[config.mk]
export PLATFORM = sky130hd
export DESIGN_NAME = can_accept_filter
export DESIGN_NICKNAME = d
export VERILOG_FILES = /design/src/rtl/can_flt_pkg.sv /design/src/rtl/can_flt_regs.sv /design/src/rtl/can_flt_bank.sv /design/src/rtl/can_flt_select.sv /design/src/rtl/can_accept_filter.sv
export SDC_FILE = /design/constraint.sdc
export NUM_CORES = 1
export LEC_CHECK = 0
export ABC_AREA = 0
export BUFFER_PORTS_ARGS = -buffer_cell sky130_fd_sc_hd__buf_2
export CORE_AREA = 5 5 195 292
export CTS_BUF_LIST = sky130_fd_sc_hd__clkbuf_4 sky130_fd_sc_hd__clkbuf_8
export DETAILED_ROUTE_END_ITERATION = 10
export DIE_AREA = 0 0 200 297
export GPL_TIMING_DRIVEN = 0
export PLACE_DENSITY = 0.8
export SLEW_MARGIN = 15
export SYNTH_ARGS = -nofsm -noshare
export SYNTH_HDL_FRONTEND = slang
export SYNTH_SLANG_ARGS = --single-unit
[constraint.sdc]
create_clock -name clk -period 7.71 [get_ports clk]
set_input_delay 0.3855 -clock clk [delete_from_list [all_inputs] [get_ports clk]]
set_output_delay 0.3855 -clock clk [all_outputs]
set_load 0.01 [all_outputs]
[src/rtl/can_flt_pkg.sv]
package can_flt_pkg;

  typedef struct packed {
    logic       active;
    logic       mode_hi;
    logic       mode_lo;
    logic [1:0] scale;
  } bank_ctrl_t;

  localparam logic [1:0] SCALE_WIDE = 2'b11;

  function automatic logic agree32(input logic [31:0] k, input logic [31:0] f,
                                   input logic [31:0] m);
    return ((k ^ f) & m) == 32'd0;
  endfunction

  function automatic logic agree16(input logic [15:0] k, input logic [15:0] f,
                                   input logic [15:0] m);
    return ((k ^ f) & m) == 16'd0;
  endfunction

endpackage

[src/rtl/can_flt_regs.sv]
module can_flt_regs
  import can_flt_pkg::*;
#(
  parameter int NUM_BANKS = 6,
  parameter int AW        = 6
) (
  input  logic             clk,
  input  logic             rst_n,
  input  logic             we,
  input  logic [AW-1:0]    addr,
  input  logic [7:0]       wdata,
  output logic [63:0]      bank_data [NUM_BANKS],
  output bank_ctrl_t       bank_ctrl [NUM_BANKS]
);

  localparam int CTRL_BASE = NUM_BANKS * 8;

  for (genvar b = 0; b < NUM_BANKS; b++) begin : g_bank
    always_ff @(posedge clk or negedge rst_n) begin
      if (!rst_n) begin
        bank_data[b] <= '0;
        bank_ctrl[b] <= '0;
      end else if (we) begin
        for (int k = 0; k < 8; k++) begin
          if (addr == AW'(b * 8 + k)) bank_data[b][63 - 8*k -: 8] <= wdata;
        end
        if (addr == AW'(CTRL_BASE + b)) bank_ctrl[b] <= bank_ctrl_t'(wdata[4:0]);
      end
    end
  end

endmodule

[src/rtl/can_flt_bank.sv]
module can_flt_bank
  import can_flt_pkg::*;
(
  input  logic [31:0] key,
  input  logic        ide,
  input  logic [63:0] data,
  input  bank_ctrl_t  ctrl,
  output logic [3:0]  hit,
  output logic [2:0]  nf
);

  logic [31:0] care32;
  logic [15:0] care16;
  logic [15:0] key16;
  logic [1:0]  lo_hit, hi_hit;
  logic [1:0]  lo_n, hi_n;

  assign care32 = ide ? 32'hFFFF_FFFE : 32'hFFF8_0000;
  assign care16 = ide ? 16'hFFFF : 16'hFFF8;
  assign key16  = key[31:16];

  always_comb begin
    if (ctrl.mode_lo) begin
      lo_hit = {agree16(key16, data[47:32], care16), agree16(key16, data[63:48], care16)};
      lo_n   = 2'd2;
    end else begin
      lo_hit = {1'b0, agree16(key16, data[63:48], data[47:32] & care16)};
      lo_n   = 2'd1;
    end
    if (ctrl.mode_hi) begin
      hi_hit = {agree16(key16, data[15:0], care16), agree16(key16, data[31:16], care16)};
      hi_n   = 2'd2;
    end else begin
      hi_hit = {1'b0, agree16(key16, data[31:16], data[15:0] & care16)};
      hi_n   = 2'd1;
    end
  end

  always_comb begin
    hit = '0;
    nf  = '0;
    if (ctrl.active) begin
      if (ctrl.scale == SCALE_WIDE) begin
        if (ctrl.mode_lo) begin
          hit = {2'b00, agree32(key, data[31:0], care32), agree32(key, data[63:32], care32)};
          nf  = 3'd2;
        end else begin
          hit = {3'b000, agree32(key, data[63:32], data[31:0] & care32)};
          nf  = 3'd1;
        end
      end else begin
        hit = {2'b00, lo_hit} | ({2'b00, hi_hit} << lo_n);
        nf  = 3'(lo_n) + 3'(hi_n);
      end
    end
  end

endmodule

[src/rtl/can_flt_select.sv]
module can_flt_select #(
  parameter int NUM_BANKS = 6,
  parameter int FW        = 5
) (
  input  logic [3:0]    hit [NUM_BANKS],
  input  logic [2:0]    nf  [NUM_BANKS],
  output logic          any,
  output logic [FW-1:0] fnum
);

  logic [FW-1:0] base;

  always_comb begin
    any  = 1'b0;
    fnum = '0;
    base = '0;
    for (int b = 0; b < NUM_BANKS; b++) begin
      for (int s = 0; s < 4; s++) begin
        if (!any && hit[b][s]) begin
          any  = 1'b1;
          fnum = base + FW'(s);
        end
      end
      base = base + FW'(nf[b]);
    end
  end

endmodule

[src/rtl/can_accept_filter.sv]
module can_accept_filter
  import can_flt_pkg::*;
#(
  parameter  int NUM_BANKS = 6,
  localparam int AW        = $clog2(NUM_BANKS * 9),
  localparam int FW        = $clog2(NUM_BANKS * 4)
) (
  input  logic          clk,
  input  logic          rst_n,
  input  logic          cfg_we,
  input  logic [AW-1:0] cfg_addr,
  input  logic [7:0]    cfg_wdata,
  input  logic          frm_valid,
  output logic          frm_ready,
  input  logic          frm_ide,
  input  logic          frm_rtr,
  input  logic [28:0]   frm_id,
  output logic          res_done,
  output logic          res_accept,
  output logic [FW-1:0] res_fnum
);

  logic [63:0]   bank_data [NUM_BANKS];
  bank_ctrl_t    bank_ctrl [NUM_BANKS];
  logic [3:0]    bank_hit  [NUM_BANKS];
  logic [2:0]    bank_nf   [NUM_BANKS];
  logic [NUM_BANKS-1:0] bank_act;
  logic [31:0]   key;
  logic          sel_any;
  logic [FW-1:0] sel_num;

  assign frm_ready = 1'b1;

  assign key = frm_ide ? {frm_id[28:18], frm_rtr, 1'b1, frm_id[17:0], 1'b0}
                       : {frm_id[10:0], frm_rtr, 1'b0, 19'd0};

  can_flt_regs #(.NUM_BANKS(NUM_BANKS), .AW(AW)) u_regs (
    .clk      (clk),
    .rst_n    (rst_n),
    .we       (cfg_we),
    .addr     (cfg_addr),
    .wdata    (cfg_wdata),
    .bank_data(bank_data),
    .bank_ctrl(bank_ctrl)
  );

  for (genvar b = 0; b < NUM_BANKS; b++) begin : g_match
    can_flt_bank u_bank (
      .key (key),
      .ide (frm_ide),
      .data(bank_data[b]),
      .ctrl(bank_ctrl[b]),
      .hit (bank_hit[b]),
      .nf  (bank_nf[b])
    );
    assign bank_act[b] = bank_ctrl[b].active;
  end

  can_flt_select #(.NUM_BANKS(NUM_BANKS), .FW(FW)) u_sel (
    .hit (bank_hit),
    .nf  (bank_nf),
    .any (sel_any),
    .fnum(sel_num)
  );

  always_ff @(posedge clk or negedge rst_n) begin
    if (!rst_n) begin
      res_done   <= 1'b0;
      res_accept <= 1'b0;
      res_fnum   <= '0;
    end else begin
      res_done <= frm_valid && frm_ready;
      if (frm_valid && frm_ready) begin
        res_accept <= sel_any;
        res_fnum   <= sel_any ? sel_num : '0;
      end
    end
  end

endmodule

* Word level (Yosys, flattened, before mapping)
Cells that the tools add are included.
** Word-level totals
- Flip-flop bits (word level) :: 421
- Latch bits :: 0
- Bits in writable memories :: 0
- Memory bits (read-only) :: 0
- Word-level logic and storage cells :: 540
- Memories kept :: 0
** Cells by class
- Add/sub/neg operators :: 24
- Multipliers :: 0
- Divide/modulo/power cells :: 0
- Order comparisons :: 0
- Equality and inequality tests :: 59
- Shift-type cells :: 6
- Muxes and demuxes :: 107
- Bitwise logic cells :: 114
- Reductions and logical operators :: 155
** Operator list (number)
- $and 16x16->16 :: 48
- $and 32x32->32 :: 24
- $logic_not 16->1 :: 36
- $logic_not 32->1 :: 18
- $xor 16x16->16 :: 24
- $xor 32x32->32 :: 12
- $eq 6x6->1 const B :: 22
- $reduce_and 2->1 :: 54
- $mux 5 :: 20
- $eq 6x5->1 const B :: 16
- $mux 2 :: 36
- $eq 6x4->1 const B :: 8
- $mux 4 :: 12
- $add 5x2->5 const B :: 8
- $mux 3 :: 12
- $mux 32 :: 1
- $mux 1 :: 25
- $eq 6x3->1 const B :: 4
- $or 2x4->4 :: 6
- $shl 2x2->4 :: 6
- $logic_and 1x1->1 :: 23
- $logic_not 1->1 :: 23
- $add 5x1->5 const B :: 4
- $mux 19 :: 1
- 9 further kinds :: 22

* Longest topological paths before layout
Gate-level depths: netlist (run 1).
- Depth after elaboration :: 80
- Mapped depth :: 24
- Mapped depth without buffers :: 23

* Modules after synthesis
Synthesis (run 1) repeated with hierarchy kept, for this count alone.
** Unflattened totals
- Cells, all modules :: 2682
- Area, all modules :: 28329.7 µm²
** Modules (own cells, without submodules)
- can_flt_regs :: times used 1, cells each 959, area an instance 15720.1 µm²
- can_flt_bank :: times used 6, cells each 211, area an instance 1554.0 µm²
- can_flt_select :: times used 1, cells each 398, area an instance 2732.6 µm²
- can_accept_filter :: times used 1, cells each 59, area an instance 553.0 µm²

* Least setup slack after synthesis (run 1)
No wires, ideal clock.
- Path kind :: register to register
- Start point :: register, netlist name u_regs.bank_ctrl[28]
- End point :: register res_fnum[2]
- Arrival :: 5529 ps
- Data required time :: 7579 ps
- Slack :: 2050 ps
- Stages on the path, launching flop included :: 21
- Buffers on the path :: 0
- Cells stage by stage :: dfrtp_1 ha_1 and2_1 o21ai_1 inv_1 ha_1 fa_1 inv_1 fa_1 xor2_1 inv_1 ha_1 xor2_1 inv_1 ha_1 xnor2_1 ha_1 and2_1 o21a_1 o2111a_1 or3_1
** On the way
- Cells in the longest elaborated chain, start to end :: 76
** Ends and longest elaborated chain
- $mux 2 :: RTL line can_flt_bank.sv:30 : if (ctrl.mode_hi) begin
- $shl 2x2->4 :: RTL line can_flt_bank.sv:52 : hit = {2'b00, lo_hit} | ({2'b00, hi_hit} << lo_n);
- $or 2x4->4 :: RTL line can_flt_bank.sv:52
- $mux 4 :: RTL line can_flt_bank.sv:43 : if (ctrl.scale == SCALE_WIDE) begin
- $mux 4 :: RTL line can_flt_bank.sv:42 : if (ctrl.active) begin
- $mux 1 :: RTL line can_flt_select.sv:19 : if (!any && hit[b][s]) begin
- $logic_not 1->1 :: RTL line can_flt_select.sv:19
- $logic_and 1x1->1 :: RTL line can_flt_select.sv:19
- [60 not listed]
- $mux 1 :: RTL line can_flt_select.sv:19
- $logic_not 1->1 :: RTL line can_flt_select.sv:19
- $logic_and 1x1->1 :: RTL line can_flt_select.sv:19
- $mux 1 :: RTL line can_flt_select.sv:19
- $logic_not 1->1 :: RTL line can_flt_select.sv:19
- $logic_and 1x1->1 :: RTL line can_flt_select.sv:19
- $mux 5 or $mux 1 (tied branches) :: RTL line can_flt_select.sv:19
- $mux 5 (*) :: RTL line can_accept_filter.sv:75 : res_fnum <= sel_any ? sel_num : '0;
- end signal: assignment :: RTL line can_accept_filter.sv:75
- end: declaration :: RTL line can_accept_filter.sv:20 : output logic [FW-1:0] res_fnum
Every way passes the cells marked *; elsewhere a longest branch is shown, timed or not.
A chain may end at the register's enable or synchronous reset.

* Final worst setup path (run 1)
- Start point :: register, netlist name u_regs.bank_ctrl[28]
- End point :: register res_fnum[4]
** On the way
- Cells in the longest elaborated chain, start to end :: 76
** Ends and longest elaborated chain (RTL line)
- $mux 2 :: can_flt_bank.sv:30
- $shl 2x2->4 :: can_flt_bank.sv:52
- $or 2x4->4 :: can_flt_bank.sv:52
- $mux 4 :: can_flt_bank.sv:43
- $mux 4 :: can_flt_bank.sv:42
- $mux 1 :: can_flt_select.sv:19
- $logic_not 1->1 :: can_flt_select.sv:19
- $logic_and 1x1->1 :: can_flt_select.sv:19
- [60 not listed]
- $mux 1 :: can_flt_select.sv:19
- $logic_not 1->1 :: can_flt_select.sv:19
- $logic_and 1x1->1 :: can_flt_select.sv:19
- $mux 1 :: can_flt_select.sv:19
- $logic_not 1->1 :: can_flt_select.sv:19
- $logic_and 1x1->1 :: can_flt_select.sv:19
- $mux 5 or $mux 1 (tied branches) :: can_flt_select.sv:19
- $mux 5 (*) :: can_accept_filter.sv:75
Marked as above.

==> run summary, run 1 <==
Pre-Repair DR Iteration Count -> 11
Post-layout util -> 59.4%
Top-count cell post-synth -> dfrtp_1
Total die area -> 59400 um^2
Total Neg Setup Slack -> 0 ns
IR Drop Worst-Case VDD -> 0.000182 V
Clock root buffer -> clkbuf_8
Core Region -> 54100 um^2
HP Class -> input port to asynchronous set/reset pin
Max-cap viol count -> 0
Post-DRT Antenna Nets -> 0
DP HPWL -> 95100 um
Crit Reg-Reg Endpoint -> res_fnum[4]$_DFFE_PN0P_
Post-Syn Area -> 29400 um^2
Final Hold Vio Count -> 0
Post-Synth Simple-Gate Area -> 11.8%
Peak Freq -> 142 MHz
Crit path max fanout -> 8
Worst-Margin Slew -> 1.43 ns
Clock Latency Late Sink -> 0.72 ns
RSZ-0062 raised after global routing -> no
Distinct cells, synth -> 105
Die W -> 200 um
Synth area leader -> dfrtp_1
Total CTS buffers -> 69
Worst-path clk slew -> 0.08 ns
Critical-path top delay cell -> fa_1
Routed wire length per instance -> 35.3 um
Fraction of synthesized area in multiplexers -> 16.5%
Vias in the first global route -> 27247
Synth warn -> 0
GRT overflow -> 0
FF+latch count, synth -> 421
Share of layout cells above drive strength 1 -> 23.0%
Final instance area -> 32200 um^2
Deepest clock path buffer count -> 3
CP bufs+invs -> 4
Cell family with most CP delay -> adder cells
Placed cell count -> 3612
Synth top cells by count -> dfrtp_1 (421), mux2_2 (406), xnor2_1 (347)
Final net count -> 3095
Post-synthesis cell count -> 2881
Syn Nets -> 2986
Ratio of total power to cell area -> 238 nW/um^2
Crit path DAT -> 7.64 ns
Die Ht -> 297 um
Slew headroom -> 3.76%
Routed vias -> 27195
Post-Syn Area per Cell -> 10.2 um^2
Final wirelength -> 132000 um
I/O Buffers -> 31
CTS tree -> done
Main flop type after synthesis -> dfrtp_1
Tot GR Track Use -> 43.4%
Clock sinks -> 421
Status -> finished clean
Pin count of the biggest net entering global routing -> 112
Startpoint Class -> register
WP data required -> 8.29 ns
Post-synthesis sequential area ratio -> 35.8%
Post-route minimum period -> 7.06 ns
Critical-path cell list -> ha_1, and2_1, o21ai_1, inv_1, ha_1, fa_1, inv_1, fa_1, xor2_1, inv_1, ha_1, xor2_1, inv_1, ha_1, a21oi_1, xnor2_1, and2_1, nand2_1, nand2_1, a211oi_1, a211oi_1, o221ai_1, a21o_1
H-tree levels -> 3
Num ports -> 57
Tcrit/Tclk final -> 91.6%
Clock skew -> 0.0435 ns
Adder-Cell Fraction of Synth Area -> 2.48%
Critical Path End Type -> register
Setup CP Type -> register to register
Slowest cell delay on critical path -> 0.78 ns
CP endpoint -> res_fnum[4]$_DFFE_PN0P_
Initial DRC count -> 4116
Final Non-Filler Cells -> 3739
Postcts setup bufs -> 0
Synth Area in XOR/XNOR -> 16.4%
Crit path from -> u_regs.bank_ctrl[28]$_DFFE_PN0P_
DRC Markers -> 0
Number of enable flip-flop cells after synthesis -> 0
GPL Wtd Cong -> 1.17
First-pass GRT wire length -> 187000 um
Total stage count of the critical path -> 23
# setup viols final -> 0
Yosys top cell area share -> 35.8%
FF-to-FF setup slack -> 0.65 ns
Placement-stage cell area -> 30600 um^2
Async SR Flop Fraction -> 100%
Max-slew violation count -> 0
Syn-to-layout area delta -> 9.24%
Initial antenna violation count -> 10
Reg2reg path depth -> 23
Compound-Gate Fraction of Synth Area -> 12.9%
Static Leak -> 0.0137 uW
Post-DR vias/cell -> 7.27
Row count -> 105
Combinational family with the most area after synthesis -> multiplexers
Initial Utilization -> 54.4%
RR Startpoint -> u_regs.bank_ctrl[28]$_DFFE_PN0P_
Synth area leaders -> dfrtp_1 (36%), mux2_2 (16%), xnor2_1 (10%)
-- placed cells by master (no fill, tap or decap), drive strengths merged, types with 20 or more instances in the layout --
cell    count
a21oi      51
a221oi     21
a22o       23
a22oi     109
a31oi      20
and3       20
buf       137
clkbuf    189
dfrtp     421
ha         52
inv        76
mux2      406
nand2     159
nand3      69
nand4      57
nor2      103
nor3       46
nor4       96
o21ai      73
xnor2     350
xor2      197
-- where the power goes --
group	internal (uW)	switching [uW]	leakage (uW)
sequential	2510	432	0.00557
combinational	987	1480	0.00733
clock	1220	1010	0.000794
-- state kept, by name, indices dropped and copies added (netlist names) --
name and flops:
u_regs.bank_data 384, u_regs.bank_ctrl 30, res_fnum 5, res_accept 1, res_done 1
-- final cells by class --
| class | instances | area (um^2) |
|---|---|---|
| fill | 4701 | 22000 |
| clock buffer | 101 | 1300 |
| tap | 695 | 870 |
| inverter | 75 | 282 |
| multi-input combinational | 2196 | 17700 |
| timing repair buffer | 38 | 303 |
| antenna | 6 | 15.0 |
| buffer | 189 | 935 |
| sequential | 421 | 10500 |
| clock inverter | 18 | 214 |
-- worst min-delay path by stage --
stage	cells past startpoint	from	slack, ns	endpoint
floorplan	0	rst_n	0.09	res_accept$_DFFE_PN0P_
global placement	1	u_regs.bank_ctrl[20]$_DFFE_PN0P_	0.49	u_regs.bank_ctrl[20]$_DFFE_PN0P_
detailed placement	1	rst_n	0.29	u_regs.bank_data[359]$_DFFE_PN0P_
CTS	2	rst_n	0.16	u_regs.bank_data[359]$_DFFE_PN0P_
global route	2	rst_n	0.22	u_regs.bank_data[333]$_DFFE_PN0P_
finish	2	rst_n	0.16	u_regs.bank_data[359]$_DFFE_PN0P_
-- per-layer routing --
layer  up-vias  global-route usage (%)  share of wire (%)
met4         2                    37.4                 11
met5         -                       0              0.023
met3       871                    14.4                 13
met1     13205                    49.3                 33
li1      10771                       -                  -
met2      2346                    64.6                 44
-- kinds of logic (layout without fill, tap and decap cells) --
logic type               count (synthesis)  after routing
AND/OR/NAND/NOR                        660            660
buffers and inverters                  264            421
multiplexers                           423            423
other                                    1              7
adder cells (fa/ha/maj)                 56             56
AO/OA/AOI/OAI                          509            509
flip-flops                             421            421
XOR/XNOR                               547            547
-- through the flow --
stage               total power [uW]  hold slack (ns)  setup slack, ns
floorplan                       4450           0.0899             2.05
detailed placement              5310            0.293            0.834
CTS                             7500            0.163            0.815
global placement                5240            0.491            -1.82
global route                    7860            0.225            0.282
finish                          7640            0.159            0.648
-- what timing repair did --
item / in CTS / in global routing
endpoints found under the hold margin: 108 / 0
resized for setup: 0 / 0
hold buffers: 2 / 0
Power figures use the tool's default switching activity.
==> inputs of run 2 (changes only) <==
PLACE_DENSITY = 0.71   (was 0.8)
==> run 2 against run 1 <==
Against the previous run:
- first-iteration DRC count fell by 18%
- sequential cell count did not move
- clock power rose by 2%
- core utilization rose by 0.16 points
- worst hold slack improved by 0.052 ns
- setup slack got worse by 0.12 ns
- design area rose by 0.27%
- clock-buffer cell count rose by 7
- combinational power rose by 2%
- clock skew fell by 0.013 ns
- critical path type unchanged
- largest power group unchanged
- highest routed layer unchanged
==> run summary, run 2 (synthesis gave the netlist of run 1 again) <==
Tot GR Track Use -> 45.9%
Static Leak -> 0.0137 uW
CTS tree -> done
Placement-stage cell area -> 30600 um^2
Row count -> 105
Post-route minimum period -> 7.18 ns
Commonest non-fill, non-tap cell in the layout -> dfrtp_1
Critical Path End Type -> register
Routed vias -> 27086
Initial antenna violation count -> 10
Filler instances -> 4626
Total die area -> 59400 um^2
Deepest clock path buffer count -> 3
RR Startpoint -> u_regs.bank_ctrl[28]$_DFFE_PN0P_
Tcrit/Tclk final -> 93.2%
Total CTS buffers -> 70
Ratio of total power to cell area -> 240 nW/um^2
Reg2reg path depth -> 22
Post-layout util -> 59.6%
Post-DR vias/cell -> 7.23
Status -> finished clean
Clock skew -> 0.0301 ns
Multi-input combinational cell area -> 17700 um^2
Setup CP Type -> register to register
Pre-Repair DR Iteration Count -> 8
Commonest non-fill, non-tap cells in the layout -> dfrtp_1 (421), mux2_2 (406), xnor2_1 (347)
Clock root buffer -> clkbuf_8
Min Hold Slack -> 0.211 ns
Top Registers -> u_regs.bank_data: 384 flops, u_regs.bank_ctrl: 30 flops, res_fnum: 5 flops
# setup viols final -> 0
Initial DRC count -> 3358
Peak Freq -> 139 MHz
First-pass GRT wire length -> 195000 um
Startpoint Class -> register
Max-cap viol count -> 0
Die Ht -> 297 um
Core Region -> 54100 um^2
RSZ-0062 raised after global routing -> no
Pin count of the biggest net entering global routing -> 104
WP data required -> 8.29 ns
Register area -> 10500 um^2
Slew headroom -> 4.89%
Routed wire length per instance -> 37.3 um
DP HPWL -> 102000 um
GPL Wtd Cong -> 1.12
DRC Markers -> 0
Final net count -> 3098
Number of flip-flops in the largest register -> 384
Crit Reg-Reg Endpoint -> res_fnum[4]$_DFFE_PN0P_
Postcts setup bufs -> 0
Post-DRT Antenna Nets -> 0
Share of layout cells above drive strength 1 -> 23.4%
Final instance area -> 32200 um^2
Crit path max fanout -> 8
Syn-to-layout area delta -> 9.54%
HP Class -> input port to asynchronous set/reset pin
Clock Latency Late Sink -> 0.71 ns
Worst-path clk slew -> 0.07 ns
Die W -> 200 um
Crit path DAT -> 7.76 ns
H-tree levels -> 3
Pre-CTS setup slack -> 0.334 ns
I/O Buffers -> 31
Register name with the most flops -> u_regs.bank_data
Max-slew violation count -> 0
Final wirelength -> 140000 um
IR Drop Worst-Case VDD -> 0.000210 V
Vias in the first global route -> 26673
FF-to-FF setup slack -> 0.53 ns
Num ports -> 57
Worst-Margin Slew -> 1.42 ns
Final Hold Vio Count -> 0
Setup WS post-layout -> 0.527 ns
GRT overflow -> 0
Clock sinks -> 421
Power Total -> 7730 uW
Initial Utilization -> 54.4%
==> run 2: changes by cell type in the layout (fill, tap and decap cells not counted), sizes merged <==
cell / previous run / this run
diode: 6 / 8
clkinvlp: 3 / 1
inv: 76 / 78
clkinv: 10 / 7
clkbuf: 189 / 196
buf: 137 / 139
bufinv: 4 / 3
==> run 2: layout make-up <==
type / count / share of cell area [%]
Buffer: 189 / 2.90
Tap cell: 695 / 2.70
Timing Repair Buffer: 40 / 1.01
Clock buffer: 108 / 4.26
Clock inverter: 14 / 0.539
Sequential cell: 421 / 32.7
Multi-Input combinational cell: 2196 / 55.0
Antenna cell: 8 / 0.0621
Inverter: 75 / 0.873
==> run 2: power breakdown <==
group	switching (uW)	total (uW)	internal (uW)
Combinational	1520	2510	985
Clock	1030	2270	1240
Sequential	443	2950	2510
Total	3000	7730	4740
==> run 2: worst max-delay path by stage <==
stage / from / to / slack [ns]
2_1_floorplan: u_regs.bank_ctrl[28]$_DFFE_PN0P_ / res_fnum[2]$_DFFE_PN0P_ / 2.05
3_3_place_gp: rst_n / u_regs.bank_data[171]$_DFFE_PN0P_ / -2.06
3_5_place_dp: u_regs.bank_ctrl[28]$_DFFE_PN0P_ / res_fnum[4]$_DFFE_PN0P_ / 0.33
4_1_cts: u_regs.bank_ctrl[28]$_DFFE_PN0P_ / res_fnum[4]$_DFFE_PN0P_ / 0.30
5_1_grt: u_regs.bank_ctrl[28]$_DFFE_PN0P_ / res_fnum[4]$_DFFE_PN0P_ / 0.03
6_report: u_regs.bank_ctrl[28]$_DFFE_PN0P_ / res_fnum[4]$_DFFE_PN0P_ / 0.53
==> run 2: worst max-delay path, cell delays in order, from the launching register on <==
cell      delay (ns)
dfrtp_1         0.56
ha_1            0.30
and2_1          0.14
o21ai_2         0.37
inv_1           0.18
ha_1            0.26
fa_1            0.87
inv_1           0.24
fa_1            0.45
xor2_1          0.46
inv_1           0.17
ha_1            0.38
xor2_1          0.28
inv_1           0.21
ha_1            0.37
a21oi_1         0.09
xnor2_1         0.52
and2_1          0.29
a21o_1          0.14
a21oi_1         0.06
o21ai_0         0.29
o221ai_1        0.22
a21o_1          0.19
==> run 2: what timing repair did <==
action                     in CTS  in global routing
setup endpoints to repair       0                  3
resized for setup               0                  2
hold endpoints to repair       54                  0
hold buffers                    2                  0
==> run 2: through the flow <==
step / setup TNS (ns) / instances
after CTS: 0 / 3738
after global routing: 0 / 3741
after detailed placement: 0 / 3614
final: 0 / 3746
after global placement: -825.33 / 3607
after floorplan: 0 / 2881
==> run 2: per-layer routing <==
metal | global-route usage (%) | part of all wire [%] | up-vias
met5 | 0 | 0.030 | -
met4 | 41.2 | 12 | 6
met3 | 15.0 | 12 | 854
met2 | 68.0 | 43 | 2179
met1 | 52.0 | 33 | 13262
li1 | - | - | 10785
